<file path="config.mk">
export PLATFORM = sky130hd
export DESIGN_NAME = aclink_in_framer
export DESIGN_NICKNAME = d
export VERILOG_FILES = /design/src/rtl/aclink_in_pkg.sv /design/src/rtl/aclink_pend_hold.sv /design/src/rtl/aclink_slot_pack.sv /design/src/rtl/aclink_shifter.sv /design/src/rtl/aclink_in_framer.sv
export SDC_FILE = /design/constraint.sdc
export NUM_CORES = 1
export LEC_CHECK = 0
export ABC_AREA = 1
export BUFFER_PORTS_ARGS = -buffer_cell sky130_fd_sc_hd__buf_2
export CORE_ASPECT_RATIO = 0.7
export CORE_MARGIN = 5
export CORE_UTILIZATION = 50
export CTS_BUF_LIST = sky130_fd_sc_hd__clkbuf_4
export CTS_CLUSTER_DIAMETER = 80
export DETAILED_ROUTE_END_ITERATION = 7
export PLACE_DENSITY = 0.71
export SYNTH_ARGS = -nofsm -noshare
export SYNTH_HDL_FRONTEND = slang
export SYNTH_SLANG_ARGS = --single-unit
</file>
<file path="constraint.sdc">
create_clock -name clk -period 1.2 [get_ports clk]
set_input_delay 0.06 -clock clk [delete_from_list [all_inputs] [get_ports clk]]
set_output_delay 0.06 -clock clk [all_outputs]
set_load 0.1 [all_outputs]
</file>
<file path="src/rtl/aclink_in_pkg.sv">
package aclink_in_pkg;
  parameter int TAG_W   = 16;
  parameter int SLOT_W  = 20;
  parameter int NSLOT   = 12;
  parameter int ADDR_W  = 7;
  parameter int DATA_W  = 16;
  parameter int SMP_W   = 18;
  localparam int FRAME_W = TAG_W + NSLOT * SLOT_W;

  // tag bit positions inside the tag slot
  localparam int TAG_READY = TAG_W - 1;
  localparam int TAG_ADDRV = TAG_W - 2;
  localparam int TAG_DATAV = TAG_W - 3;
  localparam int TAG_LEFTV = TAG_W - 4;
  localparam int TAG_RGHTV = TAG_W - 5;

  typedef struct packed {
    logic              ready;
    logic              addr_v;
    logic [ADDR_W-1:0] addr;
    logic              data_v;
    logic [DATA_W-1:0] data;
    logic              left_v;
    logic [SMP_W-1:0]  left;
    logic              right_v;
    logic [SMP_W-1:0]  right;
  } frame_fields_t;
endpackage

</file>
<file path="src/rtl/aclink_pend_hold.sv">
module aclink_pend_hold #(
  parameter int W = 8
) (
  input  logic         clk,
  input  logic         rst,
  input  logic         strobe,
  input  logic [W-1:0] din,
  input  logic         load,
  output logic         pend,
  output logic [W-1:0] val
);
  always_ff @(posedge clk) begin
    if (rst) begin
      pend <= 1'b0;
      val  <= '0;
    end else if (strobe) begin
      pend <= 1'b1;
      val  <= din;
    end else if (load) begin
      pend <= 1'b0;
    end
  end


  strobe_keeps_chk: assert property (@(posedge clk) disable iff (rst)
    strobe |=> (pend && val == $past(din)));


  load_clears_chk: assert property (@(posedge clk) disable iff (rst)
    (load && !strobe) |=> !pend);
endmodule

</file>
<file path="src/rtl/aclink_slot_pack.sv">
module aclink_slot_pack
  import aclink_in_pkg::*;
(
  input  frame_fields_t        fld,
  output logic [FRAME_W-1:0]   frame
);
  logic [TAG_W-1:0]  tag;
  logic [SLOT_W-1:0] slot [NSLOT];

  always_comb begin
    tag            = '0;
    tag[TAG_READY] = fld.ready;
    tag[TAG_ADDRV] = fld.addr_v;
    tag[TAG_DATAV] = fld.data_v;
    tag[TAG_LEFTV] = fld.left_v;
    tag[TAG_RGHTV] = fld.right_v;
  end

  assign frame[FRAME_W-1 -: TAG_W] = tag;

  genvar k;
  generate
    for (k = 0; k < NSLOT; k++) begin : g_slot
      if (k == 0) begin : g_addr
        // index sits in slot bits 18:12
        assign slot[k] = fld.addr_v
          ? {1'b0, fld.addr, {(SLOT_W-1-ADDR_W){1'b0}}} : '0;
      end else if (k == 1) begin : g_data
        assign slot[k] = fld.data_v
          ? {fld.data, {(SLOT_W-DATA_W){1'b0}}} : '0;
      end else if (k == 2) begin : g_left
        assign slot[k] = fld.left_v
          ? {fld.left, {(SLOT_W-SMP_W){1'b0}}} : '0;
      end else if (k == 3) begin : g_right
        assign slot[k] = fld.right_v
          ? {fld.right, {(SLOT_W-SMP_W){1'b0}}} : '0;
      end else begin : g_zero
        assign slot[k] = '0;
      end
      assign frame[FRAME_W-TAG_W-1-k*SLOT_W -: SLOT_W] = slot[k];
    end
  endgenerate
endmodule

</file>
<file path="src/rtl/aclink_shifter.sv">
module aclink_shifter #(
  parameter int W = 256
) (
  input  logic         clk,
  input  logic         rst,
  input  logic         load,
  input  logic [W-1:0] frame,
  output logic         sdata
);
  logic [W-1:0] sh;

  always_ff @(posedge clk) begin
    if (rst)       sh <= '0;
    else if (load) sh <= frame;
    else           sh <= {sh[W-2:0], 1'b0};
  end

  assign sdata = sh[W-1];


  reset_quiet_chk: assert property (@(posedge clk) rst |=> !sdata);


  bit_advance_chk: assert property (@(posedge clk) disable iff (rst)
    !load |=> sdata == $past(sh[W-2]));
endmodule

</file>
<file path="src/rtl/aclink_in_framer.sv">
module aclink_in_framer
  import aclink_in_pkg::*;
(
  input  logic              clk,
  input  logic              rst,
  input  logic              sync,
  input  logic              codec_ready,
  input  logic              rd_req,
  input  logic [ADDR_W-1:0] rd_addr,
  input  logic [DATA_W-1:0] rd_data,
  input  logic              left_valid,
  input  logic [SMP_W-1:0]  left_sample,
  input  logic              right_valid,
  input  logic [SMP_W-1:0]  right_sample,
  output logic              sdata_in
);
  logic sync_d;
  logic load;
  logic rq_pend, l_pend, r_pend;
  logic [ADDR_W+DATA_W-1:0] rq_val;
  logic [SMP_W-1:0] l_val, r_val;
  frame_fields_t fld;
  logic [FRAME_W-1:0] frame;

  always_ff @(posedge clk) begin
    if (rst) sync_d <= 1'b0;
    else     sync_d <= sync;
  end

  assign load = sync & ~sync_d;

  aclink_pend_hold #(.W(ADDR_W+DATA_W)) u_rq (
    .clk(clk), .rst(rst), .strobe(rd_req), .din({rd_addr, rd_data}),
    .load(load), .pend(rq_pend), .val(rq_val));

  aclink_pend_hold #(.W(SMP_W)) u_left (
    .clk(clk), .rst(rst), .strobe(left_valid), .din(left_sample),
    .load(load), .pend(l_pend), .val(l_val));

  aclink_pend_hold #(.W(SMP_W)) u_right (
    .clk(clk), .rst(rst), .strobe(right_valid), .din(right_sample),
    .load(load), .pend(r_pend), .val(r_val));

  always_comb begin
    fld.ready   = codec_ready;
    fld.addr_v  = rq_pend;
    fld.addr    = rq_val[ADDR_W+DATA_W-1 -: ADDR_W];
    fld.data_v  = rq_pend;
    fld.data    = rq_val[DATA_W-1:0];
    fld.left_v  = l_pend;
    fld.left    = l_val;
    fld.right_v = r_pend;
    fld.right   = r_val;
  end

  aclink_slot_pack u_pack (.fld(fld), .frame(frame));

  aclink_shifter #(.W(FRAME_W)) u_shift (
    .clk(clk), .rst(rst), .load(load), .frame(frame), .sdata(sdata_in));


  ready_tag_chk: assert property (@(posedge clk) disable iff (rst)
    load |=> sdata_in == $past(codec_ready));


  held_sync_chk: assert property (@(posedge clk) disable iff (rst)
    (sync && sync_d) |-> !load);
endmodule

</file>
==> flow_summary.yaml <==
floorplan:
  io_pins: 67
  fp.dieW_um: 135
  dieArea_um2: 13200
  die-height_um: 97.6
  core_um2: 10900
  initial_core_util_pct: 50.5
  rows: 32
clock_tree:
  clock-sinks: 157
  ctsLongestPathBuffers: 2
  cts_tree: "yes"
  numCtsBuffers: 17
  htree_levels: 4
  insertion_delay_ns: 0.53
  root_buffer: "clkbuf_4"
  clk_pin_slew_ns: 0.12
  holdBufCountCts: 100
pwr:
  power_density_nw_per_um2: 1330
  vdd_ir_drop_max_mv: 0.769
  total_leakage_power_nw: 3.22
  p_total_mw: 9.49
global_route:
  grt_overflow: 0
  antenna_found_initial: 0
  grt_pass1_vias: 4723
  grt_pass1_wl_um: 20400
  grt_start_max_net_pins: 87
  track_usage_pct: 18.8
timing:
  hold_viol_final: 1
  worstMarginPinSlew_ns: 0.370
  hold_ws_ns: -0.00904
  worst_slack_ns: -0.00165
  fin_crit_sh_pct: 100
  slew-limit-headroom_pct: 75.3
  fin_skew_ns: 0.0180
  tns_ns: -0.00165
  grt_setup_unrepaired: "true"
  fmax_mhz: 832
  period_needed_ns: 1.20
  slew_violations: 0
  setup_viol: 1
critical_path:
  cp_slowest_cell: "dlygate4sd3_1"
  crit_required_ns: 1.62
  crit_fanout: 2
  crit_path_start_kind: "register"
  cpPeakStageDelay_ns: 0.55
  reg2reg_depth: 3
  path_depth: 3
  arrival_ns: 1.63
  r2r_start: "u_right.val[14]$_SDFFE_PP0P_"
  path_cells: "o21ai_0 -> nor2_1 -> dlygate4sd3_1"
  critPathCaptureType: "register"
  r2r-end: "u_right.val[14]$_SDFFE_PP0P_"
  r2r_slack_ns: -0.002
  path_buf_inv: 1
  critPathKind: "register to register"
  critical-path-top-delay-family: "buffers and inverters"
drt:
  avgRoutedWirePerCell_um: 12.1
  final_antenna_net_count: 0
  first_pass_iters: 4
  drt_iter0_drc: 250
  drt_wl_total_um: 11800
  vias: 4652
  vias_per_cell: 4.77
  drc: 0
synthesis:
  synth_area_per_cell_um2: 8.38
  ys_ff_latch: 157
  syn-num-nets: 719
  netlist_area_um2: 5480
  netlist_instances: 653
  yosysWarnings: 0
  ys_seq_area_share_pct: 57.4
  ys_types: 16
placed_design:
  port-buffer-count: 66
  preCtsSetupSlack_ns: 0.167
  place_hpwl_um: 6440
  place_congestion: 0.768
worst_hold_path:
  hold_path_end: "u_left.val[3]$_SDFFE_PP0P_"
  hold_class: "primary input to register"
  min_path_cells: 3
  worstHoldStart: "left_valid"
cells_and_area:
  diodes: 0
  final_util_pct: 65.7
  final_common_cell: "nor2_1"
  area_delta_synth_final_pct: 30.1
  mostFrequentLayoutCells: "nor2_1, dfxtp_1, nand3_1, dlygate4sd3_1, nand2_1"
  final_nets: 876
  drive_above_1_share_pct: 17.5
run:
  maxCapViolCount: 0
status:
  outcome: "finished, violations left"
  failed_checks: "hold timing, setup timing"
[timing repair]
action,CTS,global route
pin swaps,0,2
hold endpoints to repair,68,1
setup endpoints to repair,1,33
resized for setup,5,43
setup buffers,0,3
[how the worst max path moves through the flow]
| stage | from | slack (ns) | to |
|---|---|---|---|
| 3_3_place_gp | sync_d$_SDFF_PP0_ | 0.24 | u_shift.sh[193]$_SDFF_PP0_ |
| 6_report | u_right.val[14]$_SDFFE_PP0P_ | -0.002 | u_right.val[14]$_SDFFE_PP0P_ |
| 5_1_grt | u_right.val[16]$_SDFFE_PP0P_ | -0.05 | u_right.val[16]$_SDFFE_PP0P_ |
| 2_1_floorplan | u_shift.sh[255]$_SDFF_PP0_ | 0.23 | sdata_in |
| 4_1_cts | u_shift.sh[255]$_SDFF_PP0_ | 0.007 | sdata_in |
| 3_5_place_dp | sync_d$_SDFF_PP0_ | 0.17 | u_shift.sh[192]$_SDFF_PP0_ |
[routing by layer]
layer	global-route usage (%)	up-vias	share of wire, %
met4	7.36	0	1.5
met3	4.61	15	4.3
met1	23.3	2126	46
li1	-	2406	-
met5	0	-	0
met2	31.3	105	48
[sequential cells by signal, indices dropped and copies added (netlist names)]
name          count
sync_d            1
u_shift.sh       94
u_left.val       18
u_right.pend      1
u_right.val      18
u_rq.val         23
u_left.pend       1
u_rq.pend         1
[through the flow]
step	instance area [um2]	instances
finish	7130	976
global route	7130	976
CTS	7080	975
detailed placement	5800	843
global placement	5800	843
floorplan	5480	653
[worst register-to-register path, stage by stage (launching register included)]
cell and delay, ns:
dfxtp_1 0.33, o21ai_0 0.16, nor2_1 0.06, dlygate4sd3_1 0.55
[cell type report]
cell class              instances  area [um2]
fillers                       896        3720
flip-flops and latches        157        3160
multi-input cells             410        1830
repair buffers                183        1530
well taps                     153         191
inverters                      41         156
clock buffers                  18         135
clock inverters                14         128
[kinds of logic (layout without fill, tap and decap cells)]
family                 count (synthesis)  in the layout  synth area share (%)
AOI/OAI and AO/OA                     62             62                  5.67
and+or+nand+nor                      348            348                  27.1
buffers and inverters                 86            256                  9.80
DFF                                  157            157                  57.4
[cells in the mapped netlist]
| master | n | share of area (%) |
|---|---|---|
| o21ai_1 | 3 | 0.27 |
| nor2_1 | 153 | 10 |
| inv_2 | 4 | 0.27 |
| buf_4 | 4 | 0.55 |
| buf_6 | 22 | 4.5 |
| buf_2 | 16 | 1.5 |
| nand2_1 | 69 | 4.7 |
| nand3_1 | 121 | 11 |
| o21ai_0 | 59 | 5.4 |
| nand2_2 | 2 | 0.23 |
| inv_1 | 36 | 2.5 |
| inv_4 | 1 | 0.11 |
| buf_8 | 1 | 0.27 |
| dfxtp_1 | 157 | 57 |
| nor2_4 | 3 | 0.62 |
| clkbuf_1 | 2 | 0.14 |
[where the power goes]
part / switching (mW) / total, mW / internal, mW
registers: 0.0944 / 5.50 / 5.41
clock network: 1.75 / 2.97 / 1.22
logic: 0.505 / 1.01 / 0.510
total: 2.35 / 9.49 / 7.14
Power figures use the tool's default switching activity.
